==> config.mk <==
export PLATFORM = sky130hd
export DESIGN_NAME = bd_ring_engine
export DESIGN_NICKNAME = d
export VERILOG_FILES = /design/src/rtl/bd_ring_pkg.sv /design/src/rtl/bd_desc_ram.sv /design/src/rtl/bd_ring_walker.sv /design/src/rtl/bd_ring_engine.sv
export SDC_FILE = /design/constraint.sdc
export NUM_CORES = 2
export LEC_CHECK = 0
export ABC_AREA = 0
export BUFFER_PORTS_ARGS = -buffer_cell sky130_fd_sc_hd__buf_2
export CAP_MARGIN = 20
export CORE_MARGIN = 10
export CORE_UTILIZATION = 54
export CTS_BUF_LIST = sky130_fd_sc_hd__clkbuf_8
export DETAILED_ROUTE_END_ITERATION = 12
export PLACE_DENSITY = 0.7
export SLEW_MARGIN = 20
export SYNTH_ARGS = -nofsm -noshare
export SYNTH_HDL_FRONTEND = slang
export SYNTH_SLANG_ARGS = --single-unit
==> constraint.sdc <==
create_clock -name clk -period 6.9 [get_ports clk]
set_clock_uncertainty 0.1 [all_clocks]
set_input_delay 1.38 -clock clk [delete_from_list [all_inputs] [get_ports clk]]
set_output_delay 1.38 -clock clk [all_outputs]
set_load 0.05 [all_outputs]
==> src/rtl/bd_ring_pkg.sv <==
package bd_ring_pkg;
  // word-0 field positions (status in 31:16, byte count in 15:0)
  localparam int OWN_BIT  = 31;
  localparam int WRAP_BIT = 29;
  localparam int CRC_BIT  = 26;
  localparam int CNT_W    = 16;
  localparam int ERR_W    = 6;
  localparam int RETRY_W  = 4;
  localparam int KEY_BIT  = 24;

  // register map
  localparam logic [2:0] REG_RX_BASE = 3'd0;
  localparam logic [2:0] REG_TX_BASE = 3'd1;
  localparam logic [2:0] REG_RX_ACT  = 3'd2;
  localparam logic [2:0] REG_TX_ACT  = 3'd3;
  localparam logic [2:0] REG_EVENT   = 3'd4;
  localparam logic [2:0] REG_ACTIVE  = 3'd5;

  typedef enum logic [2:0] {
    WK_IDLE, WK_FETCH, WK_RDWAIT, WK_HOLD, WK_WB
  } walk_st_e;
endpackage

==> src/rtl/bd_desc_ram.sv <==
module bd_desc_ram #(
  parameter int WORDS = 32,
  parameter int DW    = 32
) (
  input  logic                     clk,
  input  logic                     a_en,
  input  logic                     a_we,
  input  logic [$clog2(WORDS)-1:0] a_addr,
  input  logic [DW-1:0]            a_wdata,
  output logic [DW-1:0]            a_rdata,
  input  logic                     b_we,
  input  logic [$clog2(WORDS)-1:0] b_addr,
  input  logic [DW-1:0]            b_wdata,
  output logic [DW-1:0]            b_rdata
);
  logic [DW-1:0] mem [WORDS];

  // read-first on both ports; engine write is applied last
  always_ff @(posedge clk) begin
    if (a_en) a_rdata <= mem[a_addr];
    b_rdata <= mem[b_addr];
    if (a_we) mem[a_addr] <= a_wdata;
    if (b_we) mem[b_addr] <= b_wdata;
  end
endmodule

==> src/rtl/bd_ring_walker.sv <==
module bd_ring_walker
  import bd_ring_pkg::*;
#(
  parameter int IW = 4
) (
  input  logic          clk,
  input  logic          rst,
  input  logic          load,
  input  logic [IW-1:0] load_idx,
  input  logic [IW-1:0] base,
  input  logic          act,
  input  logic          gnt,
  input  logic [31:0]   rdata,
  input  logic          ev,
  input  logic [31:0]   wb_word,
  output logic          req,
  output logic          we,
  output logic [IW-1:0] idx,
  output logic [31:0]   word,
  output logic          done,
  output logic          active,
  output logic          hold
);
  walk_st_e st;

  assign req  = (st == WK_FETCH) || (st == WK_WB);
  assign we   = (st == WK_WB);
  assign done = (st == WK_WB) && gnt;
  assign hold = (st == WK_HOLD);

  always_ff @(posedge clk) begin
    if (rst) begin
      st     <= WK_IDLE;
      idx    <= '0;
      word   <= '0;
      active <= 1'b0;
    end else begin
      case (st)
        WK_IDLE: if (act) begin
          active <= 1'b1;
          st     <= WK_FETCH;
        end
        WK_FETCH: if (gnt) st <= WK_RDWAIT;
        WK_RDWAIT: if (rdata[OWN_BIT]) begin
          word <= rdata;
          st   <= WK_HOLD;
        end else begin
          active <= 1'b0;
          st     <= WK_IDLE;
        end
        WK_HOLD: if (ev) begin
          word <= wb_word;
          st   <= WK_WB;
        end
        WK_WB: if (gnt) begin
          idx <= word[WRAP_BIT] ? base : idx + 1'b1;
          st  <= WK_FETCH;
        end
        default: st <= WK_IDLE;
      endcase
      if (load) idx <= load_idx;
    end
  end
endmodule

==> src/rtl/bd_ring_engine.sv <==
module bd_ring_engine
  import bd_ring_pkg::*;
#(
  parameter int DESC_COUNT = 16,
  parameter int AW         = $clog2(DESC_COUNT) + 1
) (
  input  logic          clk,
  input  logic          rst,
  input  logic          cpu_sel_reg,
  input  logic          cpu_we,
  input  logic          cpu_re,
  input  logic [AW-1:0] cpu_addr,
  input  logic [31:0]   cpu_wdata,
  output logic [31:0]   cpu_rdata,
  output logic          tx_start,
  output logic [15:0]   tx_len,
  output logic          tx_crc,
  input  logic          tx_done,
  input  logic [3:0]    tx_retry,
  output logic          rx_ready,
  input  logic          rx_frame,
  input  logic [15:0]   rx_len,
  input  logic [5:0]    rx_err
);
  localparam int IW    = $clog2(DESC_COUNT);
  localparam int WORDS = 2 * DESC_COUNT;
  localparam int RX = 0;
  localparam int TX = 1;

  logic [1:0]    ring_req, ring_we, ring_gnt, ring_done, ring_active, ring_hold;
  logic [1:0]    ring_ld, ring_act, ring_ev;
  logic [IW-1:0] ring_idx  [2];
  logic [IW-1:0] ring_base [2];
  logic [31:0]   ring_word [2];
  logic [31:0]   ring_wb   [2];
  logic [1:0]    ev_q;
  logic          reg_wr, sel_q, tx_hold_q;
  logic [2:0]    raddr;
  logic [31:0]   reg_rd_q, a_rdata, b_rdata, b_wdata;
  logic [IW-1:0] b_idx;
  logic          b_we;

  // ---------------- register port ----------------
  assign reg_wr = cpu_we && cpu_sel_reg;
  assign raddr  = cpu_addr[2:0];

  assign ring_ld[RX]  = reg_wr && (raddr == REG_RX_BASE);
  assign ring_ld[TX]  = reg_wr && (raddr == REG_TX_BASE);
  assign ring_act[RX] = reg_wr && (raddr == REG_RX_ACT) && cpu_wdata[KEY_BIT];
  assign ring_act[TX] = reg_wr && (raddr == REG_TX_ACT) && cpu_wdata[KEY_BIT];

  always_ff @(posedge clk) begin
    if (rst) begin
      ring_base[RX] <= '0;
      ring_base[TX] <= '0;
      ev_q          <= '0;
      sel_q         <= 1'b0;
      reg_rd_q      <= '0;
      tx_hold_q     <= 1'b0;
    end else begin
      if (ring_ld[RX]) ring_base[RX] <= cpu_wdata[IW-1:0];
      if (ring_ld[TX]) ring_base[TX] <= cpu_wdata[IW-1:0];
      // completion has priority over a simultaneous write-1-to-clear
      ev_q <= (ev_q & ~((reg_wr && raddr == REG_EVENT) ? cpu_wdata[1:0] : 2'b00))
              | ring_done;
      tx_hold_q <= ring_hold[TX];
      if (cpu_re) begin
        sel_q <= cpu_sel_reg;
        case (raddr)
          REG_RX_BASE: reg_rd_q <= {{(32-IW){1'b0}}, ring_base[RX]};
          REG_TX_BASE: reg_rd_q <= {{(32-IW){1'b0}}, ring_base[TX]};
          REG_EVENT:   reg_rd_q <= {30'd0, ev_q};
          REG_ACTIVE:  reg_rd_q <= {30'd0, ring_active};
          default:     reg_rd_q <= '0;
        endcase
      end
    end
  end

  assign cpu_rdata = sel_q ? reg_rd_q : a_rdata;

  // ---------------- write-back words ----------------
  assign ring_wb[RX] = {1'b0, ring_word[RX][30:22], rx_err, rx_len};
  assign ring_wb[TX] = {1'b0, ring_word[TX][30:22], tx_retry,
                        ring_word[TX][17:0]};
  assign ring_ev[RX] = rx_frame;
  assign ring_ev[TX] = tx_done;

  // ---------------- list walkers ----------------
  for (genvar r = 0; r < 2; r++) begin : g_ring
    bd_ring_walker #(.IW(IW)) u_walk (
      .clk      (clk),
      .rst      (rst),
      .load     (ring_ld[r]),
      .load_idx (cpu_wdata[IW-1:0]),
      .base     (ring_base[r]),
      .act      (ring_act[r]),
      .gnt      (ring_gnt[r]),
      .rdata    (b_rdata),
      .ev       (ring_ev[r]),
      .wb_word  (ring_wb[r]),
      .req      (ring_req[r]),
      .we       (ring_we[r]),
      .idx      (ring_idx[r]),
      .word     (ring_word[r]),
      .done     (ring_done[r]),
      .active   (ring_active[r]),
      .hold     (ring_hold[r])
    );
  end

  // fixed priority: receive first
  assign ring_gnt[RX] = ring_req[RX];
  assign ring_gnt[TX] = ring_req[TX] && !ring_req[RX];
  assign b_idx   = ring_gnt[TX] ? ring_idx[TX]  : ring_idx[RX];
  assign b_wdata = ring_gnt[TX] ? ring_word[TX] : ring_word[RX];
  assign b_we    = |(ring_gnt & ring_we);

  bd_desc_ram #(.WORDS(WORDS), .DW(32)) u_ram (
    .clk     (clk),
    .a_en    ((cpu_re || cpu_we) && !cpu_sel_reg),
    .a_we    (cpu_we && !cpu_sel_reg),
    .a_addr  (cpu_addr),
    .a_wdata (cpu_wdata),
    .a_rdata (a_rdata),
    .b_we    (b_we),
    .b_addr  ({b_idx, 1'b0}),
    .b_wdata (b_wdata),
    .b_rdata (b_rdata)
  );

  // ---------------- frame-side outputs ----------------
  assign tx_start = ring_hold[TX] && !tx_hold_q;
  assign tx_len   = ring_word[TX][CNT_W-1:0];
  assign tx_crc   = ring_word[TX][CRC_BIT];
  assign rx_ready = ring_hold[RX];
endmodule

======== Yosys cells after proc, flatten, opt, wreduce, memory -nomap -nowiden ========
Memories as Yosys holds them, arrays and structs flattened. A register that Yosys moved wholly into a read port is not among the register bits.
Cells that the tools add are included.
operators by class
  muxes and demuxes ....................... 48
  add/sub/neg operators ................... 2
  equal/unequal tests ..................... 25
  bitwise gates (word level) .............. 8
  reductions and logical operators ........ 42
operators by type and width
  cell                                                 number
  2-to-1 mux 32 bit                                    5
  one-hot mux 32 bit (2 select lines)                  2
  2-to-1 mux 4 bit                                     11
  one-hot mux 3 bit (5 select lines)                   2
  2-to-1 mux 3 bit                                     8
  equality test 3 x 2 -> 1 bit, second input constant  6
  != test 2 x 1 -> 1 bit, second input constant        9
  AND reduction 3 bit                                  6
  one-hot mux 4 bit (4 select lines)                   1
  nonzero test 2 bit                                   8
  2-to-1 mux 1 bit                                     15
  logical AND 1 bit                                    14
  equality test 3 bit, second input constant           4
  equality test 3 x 1 -> 1 bit, second input constant  3
  logical NOT 3 bit                                    3
  adder 4 x 1 -> 4 bit, second input constant          2
  AND reduction 4 bit                                  2
  != test 2 bit, second input constant                 3
  AND 2 bit                                            2
  2-to-1 mux 2 bit                                     2
  one-hot mux 1 bit (2 select lines)                   2
  AND reduction 2 bit                                  2
  logical NOT 1 bit                                    3
  logical OR 1 bit                                     3
  other kinds (5)                                      7
word-level totals
  memory bits (writable) .................. 1032
  bits of input ports ..................... 70
  memories kept ........................... 2
  flip-flop bits (word level) ............. 116
  word-level logic and storage cells ...... 141
memories
  memory     depth  width  rd ports  clocked after Yosys merged registers in  write ports  RTL line              source
  u_ram.mem  32     32     2         2                                        2            bd_desc_ram.sv:16     logic [DW-1:0] mem [WORDS];
  ring_base  2      4      2         0                                        2            bd_ring_engine.sv:33  logic [IW-1:0] ring_base [2];

======== Depth between registers and ports, before layout ========
  depth after elaboration ................. 8
  depth in mapped cells ................... 10
  mapped depth without buffers ............ 7

======== Hierarchy ========
A second synthesis with hierarchy kept.
second synthesis, totals
  cell total of the unflattened synthesis .. 5235
  area total of the unflattened synthesis .. 67667.4 µm²
modules (own cells, without submodules)
  module          area an instance (µm²)  seq. area each (µm²)  times used  cells each
  bd_desc_ram     61711.7                 32351.0               1           4510
  bd_ring_walker  2222.1                  800.8                 2           251
  bd_ring_engine  1511.4                  400.4                 1           223

======== Worst setup path after synthesis ========
Ideal clock, no wire load.
  path kind ............................... input to register
  start point ............................. input port cpu_addr[0]
  end point ............................... memory u_ram.mem[12][0] (enable)
  slack ................................... 1640 ps
  data required time ...................... 6334 ps
  cell stages on the path ................. 6
  data arrival time ....................... 4694 ps
  buffers on the path ..................... 3
  cells stage by stage .................... clkbuf_1 > buf_2 > clkbuf_1 > nor2_1 > nand2_1 > o21ai_0
RTL lines
  element      RTL line              source
  from (decl)  bd_ring_engine.sv:12  input logic [AW-1:0] cpu_addr,
  to (decl)    bd_desc_ram.sv:16

==> metrics.md <==
| Metric | Value |
|---|---|
| Status | `completed` |
| Pwr Total | `15.4 mW` |
| Most used cell along the critical path | `buf_4` |
| Synth Instances | `3492` |
| ANT nets after route | `0` |
| I/O Pins | `121` |
| CTS Root Cell | `clkbuf_8` |
| Nets | `3643` |
| Port bufs | `120` |
| YS warnings | `0` |
| Initial antenna violation count | `13` |
| Slew @ Worst Pin | `1190 ps` |
| Max Cap Viol | `0` |
| Area growth, synth to finish | `11.2%` |
| Worst skew pair latency | `900 ps` |
| Design area | `61500 µm²` |
| Vias in the first global route | `35900` |
| Async SR Flop Fraction | `0%` |
| # hold bufs at CTS | `0` |
| Global placer's final weighted congestion | `0.898` |
| Distinct cells, synth | `54` |
| Tot GR Track Use | `31.6%` |
| HPWL after DPL | `109 mm` |
| Vias per cell | `7.06` |
| Die Wd | `340 µm` |
| Cells along the critical path | `xnor2_4 -> o211ai_4 -> buf_4 -> nand2_1 -> o21ai_1 -> and2_2 -> o21bai_4 -> buf_4` |
| Critical path peak fanout | `33` |
| Rel. slew slack | `20.3%` |
| Critical path type | `flip-flop to flip-flop` |
| RSZ-0062 raised after global routing | `false` |
| CTS resizes | `0` |
| Final setup fails | `0` |
| Final Cycle Share | `72.6%` |
| Max Fclk | `200 MHz` |
| Commonest cells post-synth | `edfxtp_1, mux2_2, mux2i_1` |
| Max H-tree Level | `4` |
| Fraction of layout cells with a size suffix above 1 | `35.4%` |
| # DRC | `0` |
| Post-CTS Setup Bufs | `0` |
| GRT overflow | `0` |
| Num rows | `117` |
| Clock slew at reported path FFs | `60 ps` |
| Area after DPL | `57700 µm²` |
| Maximum clock insertion buffer count | `3` |
| Largest net degree at the start of global routing | `139` |
| Static Leak | `21.9 nW` |
| Ys flop type | `edfxtp_1` |
| WP data required | `7310 ps` |
| Post-Syn Area | `55300 µm²` |
| Cells after DPL | `4743` |
| Setup Total Neg Slack | `0 ps` |
| Cell with the most instances after synthesis | `edfxtp_1` |
| TritonCTS buffer count | `192` |
| Die area | `116000 µm²` |
| Sequential share of the synthesized area | `62.1%` |
| Syn_nets | `3564` |
| HP Class | `flip-flop to flip-flop` |
| Synth area leaders | `edfxtp_1, mux2_2, mux4_2` |
| Clock sink total | `1184` |
| Crit path DAT | `5420 ps` |
| Top cell type's share of synthesized area | `57.8%` |
| CORE AREA | `102000 µm²` |
| Syn Area/Cell | `15.8 µm²` |
| Critical Path Max Stage Delay | `980 ps` |
| Iter 0 DRT Violations | `5557` |
| Maximum vdd drop | `0.208 mV` |
| First-pass GRT wire length | `264 mm` |
| Tmin final | `5010 ps` |
| Overall die height | `340 µm` |
| Initial Util | `54.3%` |
| Final Max Tran Viols | `0` |
| Final hold vios | `0` |
| Pre-antenna DRT Iters | `6` |
| Crit. End Element | `flip-flop` |
| Power Dens Cells | `250 nW/µm²` |
| Leading area contributor after synthesis | `edfxtp_1` |
| CTS tree | `done` |
| CP Launch Type | `flip-flop` |
| Post-synth EDFFs | `1064` |
| Drt wl/cell | `36.5 µm` |
| CP max stage cell | `and2_2` |
| Number of synthesized register bits | `1184` |
| Routed wire length | `187 mm` |
| Vias | `36100` |
| Non-filler instance count after layout | `5111` |
path summary, 6_finish.rpt:
kind	from	to	slack, ps	cells past startpoint
setup / recovery	g_ring[0].u_walk.st[2]	u_ram.mem[8][15]	1890	8
hold / removal	g_ring[1].u_walk.word[30]	g_ring[1].u_walk.word[30]	360	2
setup reg to reg	g_ring[0].u_walk.st[2]	u_ram.mem[8][15]	1890	8
hold reg to reg	g_ring[1].u_walk.word[30]	g_ring[1].u_walk.word[30]	360	2
area by class of cell:
cell class              instances  area [µm²]
well taps                    1368        1710
repair buffers                219        1670
flip-flops and latches       1184       34400
clock inverters               138         677
multi-input cells            1962       20000
diodes                          9        22.5
clock buffers                 219        3010
fillers                      7485       40300
inverters                      12        45.0
registers in the layout (all words and copies together) (netlist names):
register and count:
u_ram.mem 1024, sel_q 1, g_ring.u_walk.st 6, tx_hold_q 1, g_ring.u_walk.active 2, reg_rd_q 4
g_ring.u_walk.idx 8, u_ram.a_rdata 32, ev_q 2, u_ram.b_rdata 32, ring_base 8, g_ring.u_walk.word 64
power breakdown:
part / total (mW) / switching, mW / internal, mW
logic: 1.36 / 0.893 / 0.467
clock network: 5.91 / 2.90 / 3.01
registers: 8.09 / 0.128 / 7.96
total: 15.4 / 3.92 / 11.4
metrics by stage:
stage	hold WS (ps)	setup WS (ps)	utilization, %
after global placement	339	2010	56.5
final	357	1890	60.4
after CTS	357	2000	60.3
after detailed placement	347	1960	56.7
after floorplan	332	1640	-
after global routing	375	1840	60.4
kinds of logic (layout without fill, tap and decap cells):
family | count (synthesis) | count (layout) | synth area share, %
flops | 1184 | 1184 | 62.1
simple gates | 513 | 513 | 4.35
fa+ha+maj | 2 | 2 | 0.0453
other cells | 0 | 9 | 0
mux | 1041 | 1041 | 25.9
compound gates | 402 | 402 | 4.84
buf+inv | 346 | 588 | 2.65
xor+xnor | 4 | 4 | 0.111
critical path, delay by kind of cell (launching register included):
kind	cells	cell delay, ps
xor gates and xnor gates	1	170
and+or+nand+nor	2	1070
DFF	1	600
buffers and inverters	2	1160
AOI/OAI and AO/OA	3	1450
layout by cell type (no fill, tap or decap), types with 61 or more instances in the layout:
master / count
edfxtp_1: 1064
mux2_2: 516
mux2i_1: 265
mux4_2: 258
nand2_1: 246
clkbuf_8: 219
o22ai_1: 129
a22oi_1: 129
dfxtp_1: 119
buf_2: 117
inv_1: 88
buf_4: 81
a21oi_1: 69
nor2_1: 61
metal layers:
layer | vias to the layer above | track usage [%] | part of all wire [%]
li1 | 14200 | - | -
met1 | 18500 | 41.6 | 36
met2 | 2922 | 47.7 | 45
met3 | 531 | 11.1 | 14
met4 | 16 | 12.9 | 4.2
met5 | - | 0 | 0.056
No activity file was read; power rests on OpenSTA's default activity.
